==> src/rtl/mod_adder_pkg.sv <==
package mod_adder_pkg;
  localparam int unsigned DEF_WIDTH   = 18;
  localparam int unsigned DEF_MODULUS = 258114;

  // correction that lifts a sum at or above the modulus past 2^width
  function automatic int unsigned wrap_corr(input int unsigned width, input int unsigned modulus);
    return (32'd1 << width) - modulus;
  endfunction
endpackage

==> src/rtl/mod_adder_opnd_reg.sv <==
module mod_adder_opnd_reg #(
  parameter int unsigned WIDTH = 18
) (
  input  logic             clk_i,
  input  logic             rst_ni,
  input  logic             vld_i,
  input  logic [WIDTH-1:0] a_i,
  input  logic [WIDTH-1:0] b_i,
  output logic             vld_o,
  output logic [WIDTH-1:0] a_o,
  output logic [WIDTH-1:0] b_o
);
  always_ff @(posedge clk_i or negedge rst_ni) begin
    if (!rst_ni) begin
      vld_o <= 1'b0;
      a_o   <= '0;
      b_o   <= '0;
    end else begin
      vld_o <= vld_i;
      if (vld_i) begin
        a_o <= a_i;
        b_o <= b_i;
      end
    end
  end
endmodule

==> src/rtl/mod_adder_core.sv <==
module mod_adder_core
  import mod_adder_pkg::*;
#(
  parameter int unsigned WIDTH   = 18,
  parameter int unsigned MODULUS = 258114
) (
  input  logic [WIDTH-1:0] a_i,
  input  logic [WIDTH-1:0] b_i,
  output logic [WIDTH-1:0] sum_o,
  output logic             wrap_o
);
  localparam logic [WIDTH:0] CORR = (WIDTH+1)'(wrap_corr(WIDTH, MODULUS));

  logic [WIDTH:0] raw_sum;
  logic [WIDTH:0] adj_sum;

  // both adders chained in one period; bit WIDTH of adj_sum <=> raw_sum >= MODULUS
  assign raw_sum = {1'b0, a_i} + {1'b0, b_i};
  assign adj_sum = raw_sum + CORR;
  assign wrap_o  = adj_sum[WIDTH];
  assign sum_o   = wrap_o ? adj_sum[WIDTH-1:0] : raw_sum[WIDTH-1:0];
endmodule

==> src/rtl/mod_adder_res_reg.sv <==
module mod_adder_res_reg #(
  parameter int unsigned WIDTH = 18
) (
  input  logic             clk_i,
  input  logic             rst_ni,
  input  logic             vld_i,
  input  logic [WIDTH-1:0] sum_i,
  output logic             vld_o,
  output logic [WIDTH-1:0] sum_o
);
  always_ff @(posedge clk_i or negedge rst_ni) begin
    if (!rst_ni) begin
      vld_o <= 1'b0;
      sum_o <= '0;
    end else begin
      vld_o <= vld_i;
      if (vld_i) sum_o <= sum_i;
    end
  end
endmodule

==> src/rtl/mod_adder.sv <==
module mod_adder
  import mod_adder_pkg::*;
#(
  parameter int unsigned WIDTH   = DEF_WIDTH,
  parameter int unsigned MODULUS = DEF_MODULUS
) (
  input  logic             clk_i,
  input  logic             rst_ni,
  input  logic             in_vld_i,
  input  logic [WIDTH-1:0] opa_i,
  input  logic [WIDTH-1:0] opb_i,
  output logic             out_vld_o,
  output logic [WIDTH-1:0] sum_o
);
  logic             opnd_vld_q;
  logic [WIDTH-1:0] opa_q;
  logic [WIDTH-1:0] opb_q;
  logic [WIDTH-1:0] mod_sum;
  logic             wrap;

  mod_adder_opnd_reg #(.WIDTH(WIDTH)) u_opnd (
    .clk_i (clk_i),
    .rst_ni(rst_ni),
    .vld_i (in_vld_i),
    .a_i   (opa_i),
    .b_i   (opb_i),
    .vld_o (opnd_vld_q),
    .a_o   (opa_q),
    .b_o   (opb_q)
  );

  mod_adder_core #(.WIDTH(WIDTH), .MODULUS(MODULUS)) u_core (
    .a_i   (opa_q),
    .b_i   (opb_q),
    .sum_o (mod_sum),
    .wrap_o(wrap)
  );

  mod_adder_res_reg #(.WIDTH(WIDTH)) u_res (
    .clk_i (clk_i),
    .rst_ni(rst_ni),
    .vld_i (opnd_vld_q),
    .sum_i (mod_sum),
    .vld_o (out_vld_o),
    .sum_o (sum_o)
  );
endmodule

==> config.mk <==
export PLATFORM = sky130hd
export DESIGN_NAME = mod_adder
export DESIGN_NICKNAME = d
export VERILOG_FILES = /design/src/rtl/mod_adder_pkg.sv /design/src/rtl/mod_adder_opnd_reg.sv /design/src/rtl/mod_adder_core.sv /design/src/rtl/mod_adder_res_reg.sv /design/src/rtl/mod_adder.sv
export SDC_FILE = /design/constraint.sdc
export NUM_CORES = 1
export LEC_CHECK = 0
export ABC_CLOCK_PERIOD_IN_PS = 4750
export BUFFER_PORTS_ARGS = -buffer_cell sky130_fd_sc_hd__buf_2
export CELL_PAD_IN_SITES_DETAIL_PLACEMENT = 1
export CELL_PAD_IN_SITES_GLOBAL_PLACEMENT = 1
export CORE_MARGIN = 2
export CORE_UTILIZATION = 40
export CTS_BUF_LIST = sky130_fd_sc_hd__clkbuf_4 sky130_fd_sc_hd__clkbuf_8 sky130_fd_sc_hd__clkbuf_16
export DETAILED_ROUTE_END_ITERATION = 8
export PLACE_DENSITY = 0.7
export SLEW_MARGIN = 20
export SYNTH_ARGS = -nofsm -noshare
export SYNTH_HDL_FRONTEND = slang
export SYNTH_SLANG_ARGS = --single-unit
==> constraint.sdc <==
create_clock -name clk_i -period 4.75 [get_ports clk_i]
set_input_delay 0.2375 -clock clk_i [delete_from_list [all_inputs] [get_ports clk_i]]
set_output_delay 0.2375 -clock clk_i [all_outputs]
set_load 0.01 [all_outputs]
* Word level (Yosys, flattened, before mapping)
Cells that the tools add are included.
** Operators by class
- Mux-type cells :: 1
- $add $sub $neg :: 2
** Operators with widths (count)
- 18-bit by 18-bit adder with 19-bit output :: 1
- 19-bit by 12-bit adder with 19-bit output, second input constant :: 1
- 18-bit two-way mux :: 1
** Storage, ports and cells
- Bits of input ports :: 39
- Word-level logic and storage cells :: 8
- Output and inout bits :: 19
- Flip-flop bits (word level) :: 56

* Longest topological paths before layout
Gate-level depths: netlist of the first run.
- Word-level depth :: 3
- Depth in mapped cells :: 14
- Depth with buffers taken out :: 12

* Modules after synthesis
A second synthesis of the first run with hierarchy kept.
** Unflattened totals
- Cells, all modules :: 312
- Area, all modules :: 3739.8 µm²
** By module, submodules not included
- mod_adder_opnd_reg :: area each 1515.2 µm², cells each 77, instances 1
- mod_adder_core :: area each 1477.7 µm², cells each 196, instances 1
- mod_adder_res_reg :: area each 747.0 µm², cells each 39, instances 1

* Worst setup path after synthesis of the first run
Ideal clock, no wire load.
- Path kind :: register to register
- From :: reg u_opnd.a_o[0]
- To :: reg u_res.sum_o[14]
- Data arrival time :: 3.378 ns
- Period minus slack after synthesis :: 3.504 ns
- Path buffers :: 2
- Data required time :: 4.624 ns
- Cell stages (with the launch flop) :: 15
- Setup slack :: 1.246 ns
- Cell sequence :: dfrtp_1 -> ha_1 -> inv_1 -> fa_1 -> nand2b_2 -> a211oi_4 -> o21ai_0 -> and4b_4 -> o32ai_4 -> nor3_2 -> buf_6 -> or4b_4 -> buf_6 -> and3_1 -> a221o_1
** On the way
- Longest elaborated chain between the ends :: 3
** RTL lines
- start: declaration :: line mod_adder_opnd_reg.sv:10 : output logic [WIDTH-1:0] a_o,
- start signal: assignment :: line mod_adder_opnd_reg.sv:21 : a_o <= a_i;
- 18-bit by 18-bit adder with 19-bit output * :: line mod_adder_core.sv:18 : assign raw_sum = {1'b0, a_i} + {1'b0, b_i};
- 19-bit by 12-bit adder with 19-bit output :: line mod_adder_core.sv:19 : assign adj_sum = raw_sum + CORR;
- 18-bit two-way mux * :: line mod_adder_core.sv:21 : assign sum_o = wrap_o ? adj_sum[WIDTH-1:0] : raw_sum[WIDTH-1:0];
- end signal: assignment :: line mod_adder_res_reg.sv:17 : if (vld_i) sum_o <= sum_i;
- end: declaration :: line mod_adder_res_reg.sv:9 : output logic [WIDTH-1:0] sum_o
Mark *: on every way between the ends. The rest lies on a longest branch, timed or not.
A chain may end at the register's enable or synchronous reset.

* Final worst setup path of the first run
- From :: reg u_opnd.a_o[0]
- To :: reg u_res.sum_o[15]
Same word-level chain as after synthesis.

==> results of run 1 <==
==> layer usage <==
| metal | vias to the layer above | track usage (%) |
|---|---|---|
| met3 | 12 | 2.44 |
| met5 | - | 0 |
| li1 | 1490 | - |
| met1 | 1459 | 25.4 |
| met4 | 0 | 5.06 |
| met2 | 57 | 29.3 |
==> power by group through the flow <==
stage | logic [µW] | clock network, µW | registers, µW
6_report | 776 | 274 | 616
5_1_grt | 862 | 307 | 630
4_1_cts | 778 | 288 | 620
3_5_place_dp | 775 | 0 | 629
3_3_place_gp | 758 | 0 | 623
2_1_floorplan | 529 | 0 | 651
==> cells in the mapped netlist (8+ instances only) <==
library cell and n:
dfrtp_1 56, ha_1 19, o21ai_0 9, mux2_2 35, nor2_1 35, o211ai_1 8
a31oi_1 9, clkbuf_1 8, buf_2 8, a21o_1 9, a21oi_1 13, nand2_1 22
==> critical path, stage by stage (launching register included) <==
cell	delay (ns)
dfrtp_1	0.36
ha_1	0.18
inv_1	0.06
fa_1	0.39
nand2b_2	0.22
a211oi_4	0.34
o2111ai_1	0.24
a21boi_0	0.46
o32ai_4	0.19
nor3_2	0.59
nor4b_2	0.26
o41ai_1	0.51
a31oi_1	0.16
==> layout make-up <==
class | instances | area (µm²)
Tap cell | 111 | 139
Sequential cell | 56 | 1400
Timing Repair Buffer | 61 | 315
Inverter | 8 | 30.0
Clock inverter | 3 | 22.5
Multi-Input combinational cell | 287 | 2180
Fill cell | 1071 | 4950
Clock buffer | 5 | 68.8
==> worst paths after layout <==
path | start | slack [ns] | to
max | u_opnd.a_o[0] | 0.67 | u_res.sum_o[15]
min | rst_ni | 0.05 | u_res.sum_o[2]
max reg2reg | u_opnd.a_o[0] | 0.67 | u_res.sum_o[15]
min reg2reg | u_res.sum_o[17] | 0.50 | u_res.sum_o[17]
max in group asynchronous | rst_ni | 4.22 | u_opnd.a_o[12]
min in group clk_i | opb_i[1] | 0.11 | u_opnd.b_o[1]
==> cells by family (layout without fill, tap and decap cells) <==
kind of cell / count (synthesis) / in the layout / synth area share [%]
fa+ha+maj: 20 / 20 / 6.93
simple gates: 118 / 118 / 17.5
compound gates: 99 / 99 / 20.0
buf+inv: 27 / 77 / 3.60
flops: 56 / 56 / 37.7
mux: 39 / 39 / 11.8
xor+xnor: 11 / 11 / 2.59
==> state kept, by name, indices dropped and copies added, names as in the netlist <==
register / cells
u_opnd.b_o: 18
u_res.sum_o: 18
u_res.vld_o: 1
u_opnd.vld_o: 1
u_opnd.a_o: 18
==> per-stage QoR <==
stage | power [µW] | hold slack [ns]
3_3_place_gp | 1380 | 0.416
4_1_cts | 1690 | 0.0744
6_report | 1670 | 0.0495
3_5_place_dp | 1400 | 0.435
2_1_floorplan | 1180 | -0.0581
5_1_grt | 1800 | 0.0993
==> flow_summary.json, run 1 <==
{
  "layout.nets": 478,
  "utilization_pct": 45.7,
  "routed.top_layer": "met4",
  "placed_area_um2": 4070,
  "avgSynthCellArea_um2": 10.1,
  "yosysWarnings": 0,
  "crit_path_end_kind": "flip-flop",
  "p_sw_share_pct": 40.3,
  "die_area_um2": 10100,
  "areaGrowthSynthToFinish_pct": 11.9,
  "core_um2": 9110,
  "final_common_cell": "buf_2",
  "criticalPathCategory": "flip-flop to flip-flop",
  "synthCells": 370,
  "routabilityCongestion": 0.852,
  "post-place-ws_ns": 0.671,
  "drtAntennaViolNets": 0,
  "maxSlewViolCount": 0,
  "comb_power_share_pct": 46.6,
  "start_util_pct": 40.8,
  "clkPwrFrac_pct": 16.5,
  "cts_tree": "done",
  "clockRootBuffer": "clkbuf_8",
  "wl_met2_um": 4030,
  "fin_crit_ns": 4.08,
  "synth_top_area_share_pct": 37.7,
  "grt_use_total_pct": 18.1,
  "peakVddDrop_uv": 129,
  "p_int_uw": 994,
  "post_cts_resized": 0,
  "startpoint_type": "flip-flop",
  "viasPerCell": 5.68,
  "dr_wl_met3_um": 338,
  "clkSinkCount": 56,
  "maxCapViolCount": 0,
  "synth_top_area_cell": "dfrtp_1",
  "route.detailed.drc": 0,
  "synth-seq-area-share_pct": 37.7,
  "totalWireLength_um": 8740,
  "io_pins": 58,
  "wl_met1_um": 4240,
  "rsz0062_at_grt": "no",
  "async_flop_share_pct": 100,
  "cp.required_ns": 4.95,
  "outcome": "completed",
  "hold_violations": 0,
  "fin_area_um2": 4160,
  "cts_max_path_buffers": 2,
  "numCtsBuffers": 5,
  "grt_max_degree": 57,
  "path_max_fanout": 14,
  "portBuffers": 57,
  "syn-num-nets": 429,
  "clk_latency_ns": 0.32,
  "rows": 35,
  "crit_arrival_ns": 4.27,
  "seqPwrFrac_pct": 37.0,
  "layout.cells.non_filler": 531,
  "synth_edf_count": 0,
  "via_count": 3018,
  "finalWorstSetupSlack_ns": 0.673,
  "wl_per_cell_um": 16.5,
  "worst_pin_slew_ns": 0.945,
  "cts_setup_buffers": 0,
  "drtIter0Drc": 93,
  "antenna_found_initial": 0,
  "synth_flop_cell": "dfrtp_1",
  "finalCritPeriodShare_pct": 85.8,
  "synthDistinctLibCells": 71,
  "synth_area_um2": 3720,
  "h-tree-depth": 2,
  "final_cell_mix": "buf_2 (57), dfrtp_1 (56), nor2_1 (35), mux2_2 (35), nand2_1 (22)",
  "die_y_um": 100,
  "ys_ff_latch": 56,
  "dp.cells": 523,
  "overflow": 0,
  "path_clk_slew_ns": 0.11,
  "p_leak_uw": 0.00177,
  "dieWidth_um": 100,
  "fmaxAchievable_ghz": 0.245,
  "first_global_vias": 3103,
  "fin_skew_ns": 0.0142,
  "setup_viol": 0,
  "drt_first_pass_iters": 4,
  "grt_pass1_wl_um": 14900,
  "finalSetupTns_ns": 0,
  "hpwl_um": 6760,
  "slew_headroom_pct": 36.9,
  "holdBufCountCts": 0,
  "hp-class": "primary input to async pin",
  "r2r_cells": 12,
  "antenna_cells": 0,
  "cellPowerDensity_nw_per_um2": 400,
  "final_layout_size_suffix_gt1_share_pct": 29.3,
  "ys_top_cells_by_area": "dfrtp_1 (38%), mux2_2 (11%), ha_1 (6.4%)",
  "switchingPower_uw": 671
}
No activity file was read; power rests on OpenSTA's default activity.
==> run 2, diff against run 1 <==
--- a/config.mk
+++ b/config.mk
@@ -9,7 +9,6 @@
 export BUFFER_PORTS_ARGS = -buffer_cell sky130_fd_sc_hd__buf_2
 export CELL_PAD_IN_SITES_DETAIL_PLACEMENT = 1
 export CELL_PAD_IN_SITES_GLOBAL_PLACEMENT = 1
-export CORE_MARGIN = 2
 export CORE_UTILIZATION = 40
 export CTS_BUF_LIST = sky130_fd_sc_hd__clkbuf_4 sky130_fd_sc_hd__clkbuf_8 sky130_fd_sc_hd__clkbuf_16
 export DETAILED_ROUTE_END_ITERATION = 8
==> flow_summary.json, run 2 (same netlist as run 1, synthesis figures left out) <==
{
  "crit_family": "compound AO/OA/AOI/OAI gates",
  "dieWidth_um": 98.4,
  "setup_viol": 0,
  "maxSlewViolCount": 0,
  "cts_setup_buffers": 0,
  "route.detailed.drc": 0,
  "fin_crit_ns": 4.12,
  "path_depth": 13,
  "finalCritPeriodShare_pct": 86.8,
  "fin_skew_ns": 0.0108,
  "outcome": "completed",
  "wl_per_cell_um": 16.7,
  "core_um2": 8850,
  "crit_path_end_kind": "flip-flop",
  "cts_tree": "done",
  "r2r_cells": 13,
  "final_layout_size_suffix_gt1_share_pct": 29.3,
  "die_y_um": 98.4,
  "first_global_vias": 3160,
  "antenna_cells": 0,
  "antenna_found_initial": 0,
  "hp-class": "primary input to async pin",
  "clkSinkCount": 56,
  "overflow": 0,
  "die_area_um2": 9690,
  "areaGrowthSynthToFinish_pct": 11.9,
  "clk_latency_ns": 0.31,
  "placed_area_um2": 4070,
  "slew_headroom_pct": 37.3,
  "grt_pass1_wl_um": 15100,
  "top_regs": "u_opnd.a_o x18, u_opnd.b_o x18, u_res.sum_o x18",
  "grt_use_total_pct": 19.0,
  "p_leak_uw": 0.00177,
  "path_clk_slew_ns": 0.10,
  "path_max_fanout": 13,
  "crit_path_top_delay_cell": "nor3_2",
  "grt_max_degree": 57,
  "critical_path_buf_inv_count": 2,
  "finalSetupTns_ns": 0,
  "startpoint_type": "flip-flop",
  "maxCapViolCount": 0,
  "rsz0062_at_grt": "no",
  "portBuffers": 57,
  "drtAntennaViolNets": 0,
  "finalWorstSetupSlack_ns": 0.625,
  "drtIter0Drc": 109,
  "hpwl_um": 6730,
  "io_pins": 58,
  "n_fill_cell": 1043,
  "holdBufCountCts": 0,
  "fin_area_um2": 4160,
  "h-tree-depth": 2,
  "post_cts_resized": 0,
  "peakVddDrop_uv": 157,
  "worst_pin_slew_ns": 0.938,
  "layout.nets": 478,
  "via_count": 3047,
  "ff2ff_setup_slack_ns": 0.63,
  "fmaxAchievable_ghz": 0.242,
  "cp_cell_sequence": "ha_1, inv_1, fa_1, nand2b_2, a211oi_4, o2111ai_1, a21boi_0, o32ai_4, nor3_2, o41a_1, buf_4, nor2_1, a221o_1",
  "cp.required_ns": 4.95,
  "numCtsBuffers": 5,
  "critPathMaxStageDelay_ns": 0.58,
  "final_common_cell": "buf_2",
  "crit_arrival_ns": 4.32,
  "cellPowerDensity_nw_per_um2": 403,
  "totalWireLength_um": 8800,
  "cts_max_path_buffers": 2,
  "rows": 34,
  "routabilityCongestion": 0.849,
  "start_util_pct": 42.0,
  "criticalPathCategory": "flip-flop to flip-flop",
  "hold_violations": 0,
  "post-place-ws_ns": 0.654,
  "final_cell_mix": "buf_2 (57), dfrtp_1 (56), nor2_1 (35), mux2_2 (35), nand2_1 (22)",
  "startpoint": "u_opnd.a_o[0]",
  "clockRootBuffer": "clkbuf_8",
  "drt_first_pass_iters": 6,
  "r2r-start": "u_opnd.a_o[0]",
  "viasPerCell": 5.77
}
-- run 2: changes by cell type in the layout (fill, tap and decap cells not counted), sizes merged --
cell,before,now
clkbuf,5,7
clkinv,3,1
inv,8,7
clkinvlp,0,1
-- run 2: path summary, 6_finish.rpt --
kind,to
max,u_res.sum_o[2]
min,u_res.sum_o[17]
max reg2reg,u_res.sum_o[2]
min reg2reg,u_res.sum_o[17]
max in group asynchronous,u_opnd.a_o[15]
min in group clk_i,u_opnd.b_o[1]
-- run 2: report_power, final --
part           leakage (µW)  switching [µW]  internal [µW]
registers          0.000654            49.4            568
logic               0.00107             461            321
clock network     0.0000479             155            125
total               0.00177             665           1010
-- run 2: final cells by class --
| cell class | instances | area (µm²) | share of cell area (%) |
|---|---|---|---|
| clock inverter | 1 | 7.51 | 0.180 |
| sequential | 56 | 1400 | 33.7 |
| multi-input combinational | 287 | 2180 | 52.4 |
| timing repair buffer | 61 | 315 | 7.57 |
| inverter | 8 | 30.0 | 0.721 |
| clock buffer | 7 | 90.1 | 2.16 |
| tap | 108 | 135 | 3.25 |
-- run 2: worst reg2reg max path, stage by stage (launching register included) --
cell	delay, ns
dfrtp_1	0.37
ha_1	0.19
inv_1	0.06
fa_1	0.38
nand2b_2	0.22
a211oi_4	0.34
o2111ai_1	0.25
a21boi_0	0.49
o32ai_4	0.20
nor3_2	0.58
o41a_1	0.28
buf_4	0.18
nor2_1	0.12
a221o_1	0.36
-- run 2: metrics by stage --
step / total power (µW) / util, % / hold WS, ns / cells
after floorplan: 1180 / - / -0.0581 / 370
after global placement: 1380 / 45.9 / 0.413 / 520
after detailed placement: 1410 / 45.9 / 0.431 / 520
after CTS: 1700 / 47.0 / 0.0889 / 528
after global routing: 1810 / 47.0 / 0.112 / 528
final: 1680 / 47.0 / 0.0559 / 528
-- run 2: per-layer routing --
| layer | global-route usage (%) | vias up | part of all wire, % |
|---|---|---|---|
| met5 | 0 | - | 0 |
| met4 | 4.13 | 0 | 0.63 |
| met3 | 2.34 | 4 | 3.1 |
| met2 | 30.8 | 61 | 46 |
| met1 | 27.2 | 1488 | 50 |
| li1 | - | 1494 | - |
